$ cat config.mk
export PLATFORM = sky130hd
export DESIGN_NAME = dram_addr_gen
export DESIGN_NICKNAME = d
export VERILOG_FILES = /design/src/rtl/dag_pkg.sv /design/src/rtl/dag_mode_reg.sv /design/src/rtl/dag_axis.sv /design/src/rtl/dram_addr_gen.sv
export SDC_FILE = /design/constraint.sdc
export NUM_CORES = 1
export LEC_CHECK = 0
export ABC_AREA = 1
export BUFFER_PORTS_ARGS = -buffer_cell sky130_fd_sc_hd__buf_2
export CORE_AREA = 5 5 79 52
export CTS_CLUSTER_SIZE = 16
export DETAILED_ROUTE_END_ITERATION = 16
export DIE_AREA = 0 0 84 57
export SYNTH_ARGS = -nofsm -noshare
export SYNTH_HDL_FRONTEND = slang
export SYNTH_SLANG_ARGS = --single-unit
$ cat constraint.sdc
create_clock -name clk -period 1.55 [get_ports clk]
set_input_delay 0.31 -clock clk [delete_from_list [all_inputs] [get_ports clk]]
set_output_delay 0.31 -clock clk [all_outputs]
set_load 0.005 [all_outputs]
$ cat src/rtl/dag_pkg.sv
package dag_pkg;
  localparam int DATA_W = 8;
  localparam int X_W    = 6;
  localparam int Y_W    = 7;

  localparam logic [1:0] SEL_MODE = 2'b00;
  localparam logic [1:0] SEL_X    = 2'b01;
  localparam logic [1:0] SEL_Y    = 2'b10;

  localparam int BIT_STEP_X = 0;
  localparam int BIT_WORD6  = 1;

  localparam logic [X_W-1:0] X_TOP_W8 = 6'h27;
  localparam logic [X_W-1:0] X_TOP_W6 = 6'h35;
  localparam logic [Y_W-1:0] Y_TOP    = 7'h40;

  function automatic logic [X_W-1:0] x_top(input logic word6);
    return word6 ? X_TOP_W6 : X_TOP_W8;
  endfunction

  function automatic logic fits(input logic [DATA_W-1:0] v, input logic [DATA_W-1:0] top);
    return v <= top;
  endfunction
endpackage

$ cat src/rtl/dag_mode_reg.sv
module dag_mode_reg
  import dag_pkg::*;
(
  input  logic              clk,
  input  logic              rst_n,
  input  logic              ld,
  input  logic [DATA_W-1:0] ld_data,
  output logic              word6,
  output logic              step_x
);
  always_ff @(posedge clk or negedge rst_n) begin
    if (!rst_n) begin
      word6  <= 1'b0;
      step_x <= 1'b0;
    end else if (ld) begin
      word6  <= ld_data[BIT_WORD6];
      step_x <= ld_data[BIT_STEP_X];
    end
  end
endmodule

$ cat src/rtl/dag_axis.sv
module dag_axis
  import dag_pkg::*;
#(
  parameter int W = 6
) (
  input  logic              clk,
  input  logic              rst_n,
  input  logic              ld,
  input  logic [DATA_W-1:0] ld_data,
  input  logic [W-1:0]      top,
  input  logic              inc,
  input  logic              clr,
  output logic [W-1:0]      val,
  output logic              ld_ok,
  output logic              wrap
);
  localparam int PAD = DATA_W - W;

  assign ld_ok = ld && fits(ld_data, {{PAD{1'b0}}, top});
  assign wrap  = inc && (val == top);

  always_ff @(posedge clk or negedge rst_n) begin
    if (!rst_n) begin
      val <= '0;
    end else if (ld) begin
      if (ld_ok) val <= ld_data[W-1:0];
    end else if (clr) begin
      val <= '0;
    end else if (inc) begin
      val <= wrap ? '0 : val + 1'b1;
    end
  end
endmodule

$ cat src/rtl/dram_addr_gen.sv
module dram_addr_gen
  import dag_pkg::*;
(
  input  logic              clk,
  input  logic              rst_n,
  input  logic              wr_en,
  input  logic [1:0]        wr_sel,
  input  logic [DATA_W-1:0] wr_data,
  input  logic              acc_stb,
  output logic [X_W-1:0]    x_addr,
  output logic [Y_W-1:0]    y_addr,
  output logic              adv
);
  logic mode_word6, mode_step_x;
  logic mode_wr, x_wr, y_wr;
  logic step_go, x_inc, y_inc, x_clr;
  logic x_ld_ok, y_ld_ok, x_wrap, y_wrap;
  logic [X_W-1:0] x_top_now;

  assign mode_wr   = wr_en && (wr_sel == SEL_MODE);
  assign x_wr      = wr_en && (wr_sel == SEL_X);
  assign y_wr      = wr_en && (wr_sel == SEL_Y);
  assign step_go   = acc_stb && !wr_en;
  assign x_inc     = step_go && mode_step_x;
  assign y_inc     = step_go && !mode_step_x;
  assign x_top_now = x_top(mode_word6);
  assign x_clr     = mode_wr && (x_addr > x_top(wr_data[BIT_WORD6]));

  dag_mode_reg u_mode (
    .clk(clk), .rst_n(rst_n), .ld(mode_wr), .ld_data(wr_data),
    .word6(mode_word6), .step_x(mode_step_x)
  );

  dag_axis #(.W(X_W)) u_x (
    .clk(clk), .rst_n(rst_n), .ld(x_wr), .ld_data(wr_data),
    .top(x_top_now), .inc(x_inc), .clr(x_clr),
    .val(x_addr), .ld_ok(x_ld_ok), .wrap(x_wrap)
  );

  dag_axis #(.W(Y_W)) u_y (
    .clk(clk), .rst_n(rst_n), .ld(y_wr), .ld_data(wr_data),
    .top(Y_TOP), .inc(y_inc), .clr(1'b0),
    .val(y_addr), .ld_ok(y_ld_ok), .wrap(y_wrap)
  );

  always_ff @(posedge clk or negedge rst_n) begin
    if (!rst_n) adv <= 1'b0;
    else        adv <= step_go;
  end
endmodule

; ---- Word level (Yosys, flattened, before mapping)
; Cells that the tools add are included.
[totals]
ff_bits = 16
output_inout_bits = 14
[classes]
n_addsub = 2
order_cmp = 3
eq_ne = 6
muxes = 11
n_reduce_logical = 18
[ops]
columns = cell, n
row1 = 2-to-1 mux 6 bit, 5
row2 = 2-to-1 mux 7 bit, 4
row3 = logical AND 1 bit, 11
row4 = 2-to-1 mux 5 bit, 2
row5 = <= comparator 8 x 6 -> 1 bit, 1
row6 = <= comparator 8 x 7 -> 1 bit (second input constant), 1
row7 = adder 7 x 1 -> 7 bit (second input constant), 1
row8 = equality test 7 bit (second input constant), 1
row9 = adder 6 x 1 -> 6 bit (second input constant), 1
row10 = equality test 6 bit, 1
row11 = greater-than comparator 6 bit, 1
row12 = inequality test 2 bit (second input constant), 2
row13 = AND reduction 2 bit, 2
row14 = nonzero test 3 bit, 1
row15 = equality test 2 x 1 -> 1 bit (second input constant), 1
row16 = equality test 2 bit (second input constant), 1
row17 = logical NOT 1 bit, 2
row18 = logical NOT 2 bit, 1
row19 = nonzero test 2 bit, 1

; ---- Depth between registers and ports, before layout
; Gate-level depths: netlist of run 1.
[depth]
depth_word = 8
ltp_mapped = 11

; ---- By module
; A second synthesis of run 1 with hierarchy kept.
[hier_totals]
cells_unflattened = 300
hier_area_um2 = 1825.5
[by_module_without_submodules]
columns = mod, n_inst, cells_each, area_per_inst_um2, seq_area_each_um2
row1 = dag_axis (u_y), 1, 137, 829.5, 175.2
row2 = dag_axis (u_x), 1, 125, 750.7, 150.1
row3 = dram_addr_gen, 1, 29, 168.9, 25.0
row4 = dag_mode_reg, 1, 9, 76.3, 50.0

; ---- Least setup slack after synthesis of run 1
; No wires, ideal clock.
[synth_path]
path_kind = register to register
from = register u_x.val[1]
to = register u_x.val[3]
setup_time_ns = 0.117
arrival_ns = 1.440
required_ns = 1.433
setup_slack_ns = -0.006
path_stages_with_launch = 11
period_less_slack_ns = 1.556
path_cell_list = dfrtp_1 ha_1 inv_1 nor2_1 nand3_2 nand3_4 and2_4 buf_6 nand2_4 nand2_1 nand2_1
[synth_via]
elab_chain_len = 6
[synth_lines]
columns = item, line
row1 = from (decl), dag_axis.sv:13  ; output logic [W-1:0] val,
row2 = from (signal assigned), dag_axis.sv:26  ; if (ld_ok) val <= ld_data[W-1:0];
row3 = from (signal assigned), dag_axis.sv:30  ; val <= wrap ? '0 : val + 1'b1;
row4 = "parallel branches: the longest is 6 deep, another holds adder 6 x 1 -> 6 bit", --
; Several ways; the timed one is not identified. The select of a mux whose other input is x is not followed.
; A chain may end at the register's enable or synchronous reset.

; ---- Worst setup path in the final report of run 1
[layout_path]
from = register u_x.val[4]
to = register u_x.val[4]
; Same word-level chain as after synthesis.

==> results of run 1 <==
-- sequential cells by signal (all words and copies together) (netlist names) --
register       count
u_y.val            7
u_x.val            6
u_mode.step_x      1
adv                1
u_mode.word6       1
-- stage by stage --
step	utilization, %	hold WS [ns]	cells	setup TNS, ns	worst slack [ns]
2_1_floorplan	-	0.0144	192	0	0.0163
3_3_place_gp	46.4	0.255	276	-0.000421	-0.000421
3_5_place_dp	46.4	0.255	276	-0.200	-0.0435
4_1_cts	48.3	0.282	281	0	0.0118
5_1_grt	49.3	0.315	283	-0.235	-0.0600
6_report	49.3	0.293	283	0	0.0420
-- worst max-delay path by stage --
| stage | endpoint | depth (start not counted) | slack (ns) |
|---|---|---|---|
| final | u_x.val[4] | 8 | 0.04 |
| after global routing | u_x.val[5] | 9 | -0.06 |
| after CTS | u_x.val[2] | 9 | 0.01 |
| after detailed placement | u_x.val[2] | 10 | -0.04 |
| after global placement | u_x.val[2] | 10 | -0.0004 |
| after floorplan | u_x.val[3] | 10 | 0.02 |
-- power groups by stage --
stage	Clock (mW)	Combinational (mW)	Sequential, mW
CTS	0.404	1.09	0.788
detailed placement	0	1.08	0.790
global route	0.410	1.28	0.832
global placement	0	1.08	0.799
finish	0.390	1.12	0.802
floorplan	0	0.654	0.787
-- final cells by class --
class	count	area, sq um	area share (%)
inverter	28	105	6.27
multi-input combinational	147	801	47.8
tap	47	58.8	3.51
clock buffer	4	55.1	3.28
timing repair buffer	41	255	15.2
sequential	16	402	24.0
-- cells in the final DEF (no fill, tap or decap), types with 2 or more instances in the layout --
cell / instances
sky130_fd_sc_hd__nor2_2: 3
sky130_fd_sc_hd__o21ai_1: 5
sky130_fd_sc_hd__inv_1: 22
sky130_fd_sc_hd__inv_2: 5
sky130_fd_sc_hd__nand3_1: 26
sky130_fd_sc_hd__o21ai_0: 9
sky130_fd_sc_hd__nand2_2: 4
sky130_fd_sc_hd__nand3b_1: 2
sky130_fd_sc_hd__nand3_2: 3
sky130_fd_sc_hd__buf_2: 27
sky130_fd_sc_hd__dfrtp_1: 15
sky130_fd_sc_hd__ha_1: 6
sky130_fd_sc_hd__buf_4: 12
sky130_fd_sc_hd__clkbuf_8: 4
sky130_fd_sc_hd__nand2_1: 61
sky130_fd_sc_hd__nand4_1: 4
sky130_fd_sc_hd__xor2_1: 4
sky130_fd_sc_hd__nand2_4: 2
sky130_fd_sc_hd__nor2_1: 9
-- logic make-up after synthesis --
family | Yosys count | share of synthesized area (%)
flip-flops | 16 | 30.8
AO/OA/AOI/OAI | 16 | 6.45
adder cells (fa/ha/maj) | 7 | 6.74
buffers and inverters | 29 | 8.95
AND/OR/NAND/NOR | 119 | 43.7
XOR/XNOR | 5 | 3.37
-- timing repair --
| item | CTS | global route |
|---|---|---|
| gates resized for setup | 0 | 8 |
| endpoints found under the setup margin | 0 | 7 |
| hold buffers | 1 | 0 |
| endpoints found under the hold margin | 16 | 0 |
| buffers inserted | 0 | 2 |
-- routing by layer --
layer | GRT usage [%] | part of all wire [%]
met3 | 5.19 | 8.0
met5 | 0 | 0
met2 | 19.1 | 37
met4 | 4.82 | 0.95
met1 | 25.4 | 54
-- critical path, stage by stage (launching register included) --
cell and delay (ns):
sky130_fd_sc_hd__dfrtp_1 0.41, sky130_fd_sc_hd__ha_1 0.32, sky130_fd_sc_hd__nand2_1 0.07, sky130_fd_sc_hd__nand2_2 0.08
sky130_fd_sc_hd__nand3_4 0.10, sky130_fd_sc_hd__and2_4 0.19, sky130_fd_sc_hd__buf_4 0.13, sky130_fd_sc_hd__nand3_1 0.07
sky130_fd_sc_hd__nand2_1 0.05
==> reports/results.ini, run 1 <==
[status]
run_status=finished clean

[power]
power.share.sequential_pct=34.7
cellInternalPower_mw=1.32
leakagePower_nw=0.913
p_switching_uw=990
pwr_dens_mw_per_mm2=1380
power.combinational.fraction_pct=48.4
final_power_mw=2.31
ir_worst_vdd_uv=727
power.share.clock_pct=16.9
power.switching_fraction_pct=42.9

[drt]
drt-initial-drc-count=97
drc_errors=0
drtAntennaViolNets=0
detailed_route_wire_length_microns=3700
detailroute.via_count=1356
route.detailed.wl_per_inst_microns=13.1
pre_antenna_drt_iters=4
post_drt_via_cell_ratio=4.79

[setup_path]
crit_path_end_kind=flip-flop
r2r_slack_ns=0.04
critical_path_required_ns=1.70
regToRegEndpoint=u_x.val[4]
timing.setup.critical_path_class=reg -> reg
startpoint_type=flip-flop
critical_path.startpoint=u_x.val[4]
crit-reg2reg-launch=u_x.val[4]
timing.critical_path.fanout_max=7
reg2regPathDepth=8
timing.critical_path.arrival_ns=1.66

[final_layout]
fillerInstances=365
finish.net_count=258
fin_area_sq_mm=0.00168
layout-drive-gt1-share_pct=28.8
area_delta_synth_final_pct=29.0
num_antenna_cells=0

[floorplan]
num_rows=17
floorplan.core_area_sq_mm=0.00340
floorplan.die_area_sq_mm=0.00479
die_x_microns=84
num_io_pins=28
initial_core_util_pct=38.2
die_height_microns=57

[min_path]
holdPathStages=3
worst_hold_path_type=in -> reg
timing.hold.worst.start=acc_stb
holdPathEnd=adv

[placed_design]
place_congestion=0.846
placed_cell_area_sq_mm=0.00158
estimated_wirelength_of_the_detail_placed_design_microns=2950
port_buffers=27

[synth]
syn-num-nets=213
post-synth-top-count-cell=sky130_fd_sc_hd__nand2_1
post-synth-top-area-fraction_pct=30.8
postSynth.asyncResetShare_pct=100
synthesis.instances=192
synth.top_cells.by_count=sky130_fd_sc_hd__nand2_1 (62), sky130_fd_sc_hd__nand3_1 (27), sky130_fd_sc_hd__inv_1 (22)
dominantRegCellSynth=sky130_fd_sc_hd__dfrtp_1
ys_top_cells_by_area=sky130_fd_sc_hd__dfrtp_1 (31%), sky130_fd_sc_hd__nand2_1 (18%), sky130_fd_sc_hd__nand3_1 (10%)
synth.cell_area_sq_mm=0.00130
yosys_warnings=0
netlist-cell-type-count=26
synth_enable_flop_cells=0
post_synthesis_mean_instance_area_sq_um=6.77
synth_top_area_cell=sky130_fd_sc_hd__dfrtp_1
synth_seq_cells=16
synth_sequential_area_ratio_pct=30.8

[timing]
clock_skew_ns=0.00466
fmax_mhz=663
final_number_of_hold_violating_endpoints=0
setup_repair_after_global_routing_missed_its_margin=true
fin_crit_ns=1.51
report.final.setup_viol=0
max_slew.worst_pin.slew_ns=0.393
drv_slew=0
slew_headroom_pct=73.8
period_share_pct=97.3

[clock_tree]
cts-htree-levels=1
cts.reportedPaths.clkPinSlew_ns=0.07
clk_path_buf_depth=2
cts_buffers=3
cts_tree=yes
clock_tree.root_cell=sky130_fd_sc_hd__clkbuf_8
clock-sinks=16
clock_latency_ns=0.26

[grt]
number_of_global_route_vias_before_repair=1128
number_of_antenna_violations_at_the_first_check_in_global_routing=0
pin_count_of_the_biggest_net_entering_global_routing=17
grt-ovfl-total=0
grt_first_pass_wirelength_microns=5910
track_usage_pct=15.8

[flow_run]
drv_cap=0

(Power assumes the default switching activity.)
==> run 2, diff against run 1 <==
--- a/config.mk
+++ b/config.mk
@@ -7,10 +7,10 @@
 export LEC_CHECK = 0
 export ABC_AREA = 1
 export BUFFER_PORTS_ARGS = -buffer_cell sky130_fd_sc_hd__buf_2
-export CORE_AREA = 5 5 79 52
+export CORE_AREA = 5 5 72 57
 export CTS_CLUSTER_SIZE = 16
 export DETAILED_ROUTE_END_ITERATION = 16
-export DIE_AREA = 0 0 84 57
+export DIE_AREA = 0 0 77 62
 export SYNTH_ARGS = -nofsm -noshare
 export SYNTH_HDL_FRONTEND = slang
 export SYNTH_SLANG_ARGS = --single-unit
==> constraint.sdc (replaced) <==
create_clock -name clk -period 1.2 [get_ports clk]
set_input_delay 0.24 -clock clk [delete_from_list [all_inputs] [get_ports clk]]
set_output_delay 0.24 -clock clk [all_outputs]
set_load 0.005 [all_outputs]
==> reports/results.ini, run 2 (same netlist as run 1, synthesis figures left out) <==
[final_layout]
seqCellArea_sq_um=405
most-common-layout-cells=sky130_fd_sc_hd__nand2_1 (59), sky130_fd_sc_hd__buf_4 (31), sky130_fd_sc_hd__nand3_1 (26), sky130_fd_sc_hd__buf_2 (24), sky130_fd_sc_hd__inv_1 (20)
layout_top_registers=u_y.val x7, u_x.val x6
multi_input_comb_area_sq_um=852
layout_commonest_cell=sky130_fd_sc_hd__nand2_1
finish.net_count=282
num_antenna_cells=0
registers.top_by_ff_count=u_y.val
finish.utilization_pct=58.8
fillerInstances=318
max_ffs_per_register=7
fin_area_sq_mm=0.00192
final_cell_count_no_fill=299
layout-drive-gt1-share_pct=39.8
area_delta_synth_final_pct=47.7

[power]
final_power_mw=3.43
ir_worst_vdd_uv=859
leakagePower_nw=1.03
pwr_dens_mw_per_mm2=1790

[drt]
post_drt_via_cell_ratio=4.71
drtAntennaViolNets=0
detailed_route_wire_length_microns=3680
drt-initial-drc-count=80
pre_antenna_drt_iters=4
detailroute.via_count=1409
drc_errors=0
route.detailed.wl_per_inst_microns=12.3

[timing]
drv_slew=0
fin_crit_ns=1.52
report.final.setup_viol=12
final_number_of_hold_violating_endpoints=0
timing.final.ws_setup_ns=-0.318
slew_headroom_pct=74.2
setup_repair_after_global_routing_missed_its_margin=true
max_slew.worst_pin.slew_ns=0.386
clock_skew_ns=0.00366
period_share_pct=126
finalHoldWorstSlack_ns=0.234
fin_tns_setup_ns=-2.05
fmax_mhz=659

[grt]
grt-ovfl-total=0
track_usage_pct=16.8
number_of_antenna_violations_at_the_first_check_in_global_routing=0
pin_count_of_the_biggest_net_entering_global_routing=17
grt_first_pass_wirelength_microns=6240
number_of_global_route_vias_before_repair=1291

[placed_design]
placed_cell_area_sq_mm=0.00172
dp_cells=291
place_ws_ns=-0.338
place_congestion=0.901
port_buffers=27
estimated_wirelength_of_the_detail_placed_design_microns=3060

[floorplan]
floorplan.core_area_sq_mm=0.00327
num_rows=18
initial_core_util_pct=39.8
die_height_microns=62
die_x_microns=77
floorplan.die_area_sq_mm=0.00477
num_io_pins=28

[clock_tree]
cts_tree=yes
clock-sinks=16
cts.reportedPaths.clkPinSlew_ns=0.06
clk_path_buf_depth=2
cts-htree-levels=1
cts_buffers=3
clock_tree.root_cell=sky130_fd_sc_hd__clkbuf_8
clock_latency_ns=0.25

[setup_path]
critical_path_required_ns=1.34
timing.setup.critical_path_class=reg -> reg
crit_path_end_kind=flip-flop
timing.critical_path.arrival_ns=1.66
startpoint_type=flip-flop
timing.critical_path.fanout_max=7

[status]
run_status=finished, violations left
violations=negative setup slack

[min_path]
worst_hold_path_type=in -> reg

[flow_run]
drv_cap=0

[run 2: layout make-up]
cell class | instances | share of cell area, %
Clock buffer | 3 | 2.15
Inverter | 28 | 5.60
Multi-Input combinational cell | 147 | 44.4
Sequential cell | 16 | 21.1
Tap cell | 40 | 2.61
Timing Repair Buffer | 65 | 24.2
[run 2: where the power goes]
group          leakage, nW  internal, mW  switching [mW]
registers            0.200         0.753           0.252
clock network       0.0216         0.223           0.181
logic                0.804          1.06           0.956
[run 2: critical path, stage by stage, from the launching register on]
cell	delay, ns
sky130_fd_sc_hd__dfrtp_1	0.42
sky130_fd_sc_hd__ha_4	0.28
sky130_fd_sc_hd__inv_2	0.03
sky130_fd_sc_hd__nor2_2	0.08
sky130_fd_sc_hd__nand3_2	0.10
sky130_fd_sc_hd__nand3_4	0.08
sky130_fd_sc_hd__and2_4	0.20
sky130_fd_sc_hd__nand2_4	0.09
sky130_fd_sc_hd__nand2_1	0.07
sky130_fd_sc_hd__nand2_1	0.05
[run 2: final timing paths]
path | slack (ns) | endpoint | cells past startpoint | start
worst max-delay path | -0.32 | u_x.val[1] | 9 | u_x.val[1]
worst min-delay path | 0.23 | adv | 3 | acc_stb
worst max register to register | -0.32 | u_x.val[1] | 9 | u_x.val[1]
worst min register to register | 0.53 | u_mode.step_x | 2 | u_mode.step_x
max in group asynchronous | 0.45 | u_x.val[3] | 2 | rst_n
min in group asynchronous | 0.44 | u_y.val[6] | 2 | rst_n
[run 2: timing repair]
item	in CTS	in global routing
pin swaps	8	14
buffers inserted	1	5
resized for setup	9	27
gates cloned	0	0
setup endpoints to repair	10	20
endpoints found under the hold margin	16	0
hold buffers	1	0
[run 2: layer usage]
layer	share of wire (%)	up-vias	routed length (microns)	global-route usage, %
met1	54	622	1980	26.1
met4	0.90	0	33	4.90
met5	0	-	0	0
met2	39	35	1440	23.0
li1	-	748	-	-
met3	6.1	4	226	3.75
==> run 3, diff against run 2 <==
==> constraint.sdc (replaced) <==
create_clock -name clk -period 1.5 [get_ports clk]
set_input_delay 0.3 -clock clk [delete_from_list [all_inputs] [get_ports clk]]
set_output_delay 0.3 -clock clk [all_outputs]
set_load 0.005 [all_outputs]
==> reports/results.ini, run 3 (same netlist as run 1, synthesis figures left out) <==
[setup_path]
regToRegEndpoint=u_x.val[0]
timing.setup.critical_path_class=reg -> reg
crit_path_max_delay_cell_type=sky130_fd_sc_hd__dfrtp_2
critical-path-max-stage-delay_ns=0.44
timing.critical_path.arrival_ns=1.67
crit-reg2reg-launch=u_x.val[1]
timing.critical_path.fanout_max=7
r2r_slack_ns=-0.02
sequence_of_cells_on_the_critical_path=ha_4 -> inv_2 -> nor2_2 -> nand3_2 -> nand3_4 -> and2_4 -> nand2_4 -> nand2_1 -> nand2_1
reg2regPathDepth=9
cell_class_contributing_the_biggest_share_of_worst_path_delay=simple AND/OR/NAND/NOR gates
crit_path_end_kind=flip-flop
critPathBufInv=1
startpoint_type=flip-flop
critical_path.most_common_cell=sky130_fd_sc_hd__nand2_1
critical_path_required_ns=1.65

[final_layout]
num_antenna_cells=0
layout-drive-gt1-share_pct=31.5
final_cell_count_no_fill=278
fin_area_sq_mm=0.00169
layout_top_registers=u_y.val x7, u_x.val x6
most-common-layout-cells=sky130_fd_sc_hd__nand2_1 (59), sky130_fd_sc_hd__nand3_1 (27), sky130_fd_sc_hd__buf_2 (27), sky130_fd_sc_hd__inv_1 (20), sky130_fd_sc_hd__buf_4 (15)
finish.net_count=260
layout_commonest_cell=sky130_fd_sc_hd__nand2_1
max_ffs_per_register=7
registers.top_by_ff_count=u_y.val
area_delta_synth_final_pct=30.3

[status]
violations=negative setup slack
run_status=finished, violations left

[grt]
pin_count_of_the_biggest_net_entering_global_routing=17
grt_first_pass_wirelength_microns=6140
number_of_global_route_vias_before_repair=1251
track_usage_pct=16.6
number_of_antenna_violations_at_the_first_check_in_global_routing=0
grt-ovfl-total=0

[clock_tree]
cts_buffers=3
clock-sinks=16
clock_latency_ns=0.26
cts_tree=yes
clk_path_buf_depth=2
cts-htree-levels=1
clock_tree.root_cell=sky130_fd_sc_hd__clkbuf_8
cts.reportedPaths.clkPinSlew_ns=0.07

[timing]
drv_slew=0
clock_skew_ns=0.00301
final_number_of_hold_violating_endpoints=0
report.final.setup_viol=5
fin_crit_ns=1.52
fmax_mhz=660
fin_tns_setup_ns=-0.0537
setup_repair_after_global_routing_missed_its_margin=true
timing.final.ws_setup_ns=-0.0161
slew_headroom_pct=74.2
finalHoldWorstSlack_ns=0.268
period_share_pct=101
max_slew.worst_pin.slew_ns=0.386

[min_path]
worst_hold_path_type=in -> reg
holdPathEnd=adv
holdPathStages=3
timing.hold.worst.start=acc_stb

[drt]
drt-initial-drc-count=84
post_drt_via_cell_ratio=4.82
pre_antenna_drt_iters=4
drtAntennaViolNets=0
drc_errors=0
detailed_route_wire_length_microns=3680
detailroute.via_count=1340
route.detailed.wl_per_inst_microns=13.2

[power]
ir_worst_vdd_uv=922
final_power_mw=2.48
leakagePower_nw=0.916
pwr_dens_mw_per_mm2=1470

[placed_design]
port_buffers=27
placed_cell_area_sq_mm=0.00156
dp_cells=270
place_congestion=0.931
estimated_wirelength_of_the_detail_placed_design_microns=2840

[floorplan]
floorplan.core_area_sq_mm=0.00327
num_io_pins=28
die_height_microns=62
floorplan.die_area_sq_mm=0.00477
die_x_microns=77
num_rows=18
initial_core_util_pct=39.8

[flow_run]
drv_cap=0

-- run 3: cell types whose count changed in the layout (fill, tap and decap cells not counted), sizes merged --
| cell | delta |
|---|---|
| clkbuf | +1 |
| buf | -22 |
-- run 3: timing repair --
| item | in CTS | in global routing |
|---|---|---|
| setup buffers | 2 | 1 |
| endpoints found under the hold margin | 16 | 0 |
| resized for setup | 3 | 8 |
| setup endpoints to repair | 6 | 7 |
| pin swaps | 0 | 4 |
| hold buffers | 1 | 0 |
-- run 3: worst max path at each step --
| stage | from | to | slack (ns) | cells past startpoint |
|---|---|---|---|---|
| after global routing | u_x.val[1] | u_x.val[0] | -0.09 | 9 |
| after detailed placement | wr_data[1] | u_x.val[2] | -0.11 | 10 |
| final | u_x.val[1] | u_x.val[0] | -0.02 | 9 |
| after CTS | u_x.val[1] | u_x.val[0] | 0.004 | 9 |
| after floorplan | u_x.val[1] | u_x.val[3] | -0.03 | 10 |
| after global placement | wr_data[1] | u_x.val[5] | -0.08 | 10 |
-- run 3: layout make-up --
class / instances / area [sq um]
multi-input cells: 147 / 823
well taps: 40 / 50.0
clock buffers: 4 / 55.1
fillers: 336 / 1570
repair buffers: 43 / 258
inverters: 28 / 105
flip-flops and latches: 16 / 403
-- run 3: metrics by stage --
step	utilization, %	worst slack, ns
6_report	51.9	-0.0161
5_1_grt	51.9	-0.0894
4_1_cts	51.1	0.00415
3_5_place_dp	47.9	-0.110
3_3_place_gp	47.9	-0.0780
2_1_floorplan	-	-0.0337
-- run 3: where the power goes --
part / switching, mW / internal, mW
clock network: 0.179 / 0.234
logic: 0.648 / 0.577
registers: 0.248 / 0.596
total: 1.07 / 1.41
-- run 3: layer usage --
layer	global-route usage (%)	routed length (microns)	part of all wire, %	vias up
li1	-	-	-	711
met3	3.46	221	6.0	4
met2	24.2	1460	40	36
met4	5.15	36	0.98	0
met5	0	0	0	-
met1	24.6	1960	53	589
-- run 3: tightest hold or removal path, cell delays in order --
cell,delay (ns)
sky130_fd_sc_hd__buf_2,0.08
sky130_fd_sc_hd__nand2_1,0.06
sky130_fd_sc_hd__inv_1,0.05
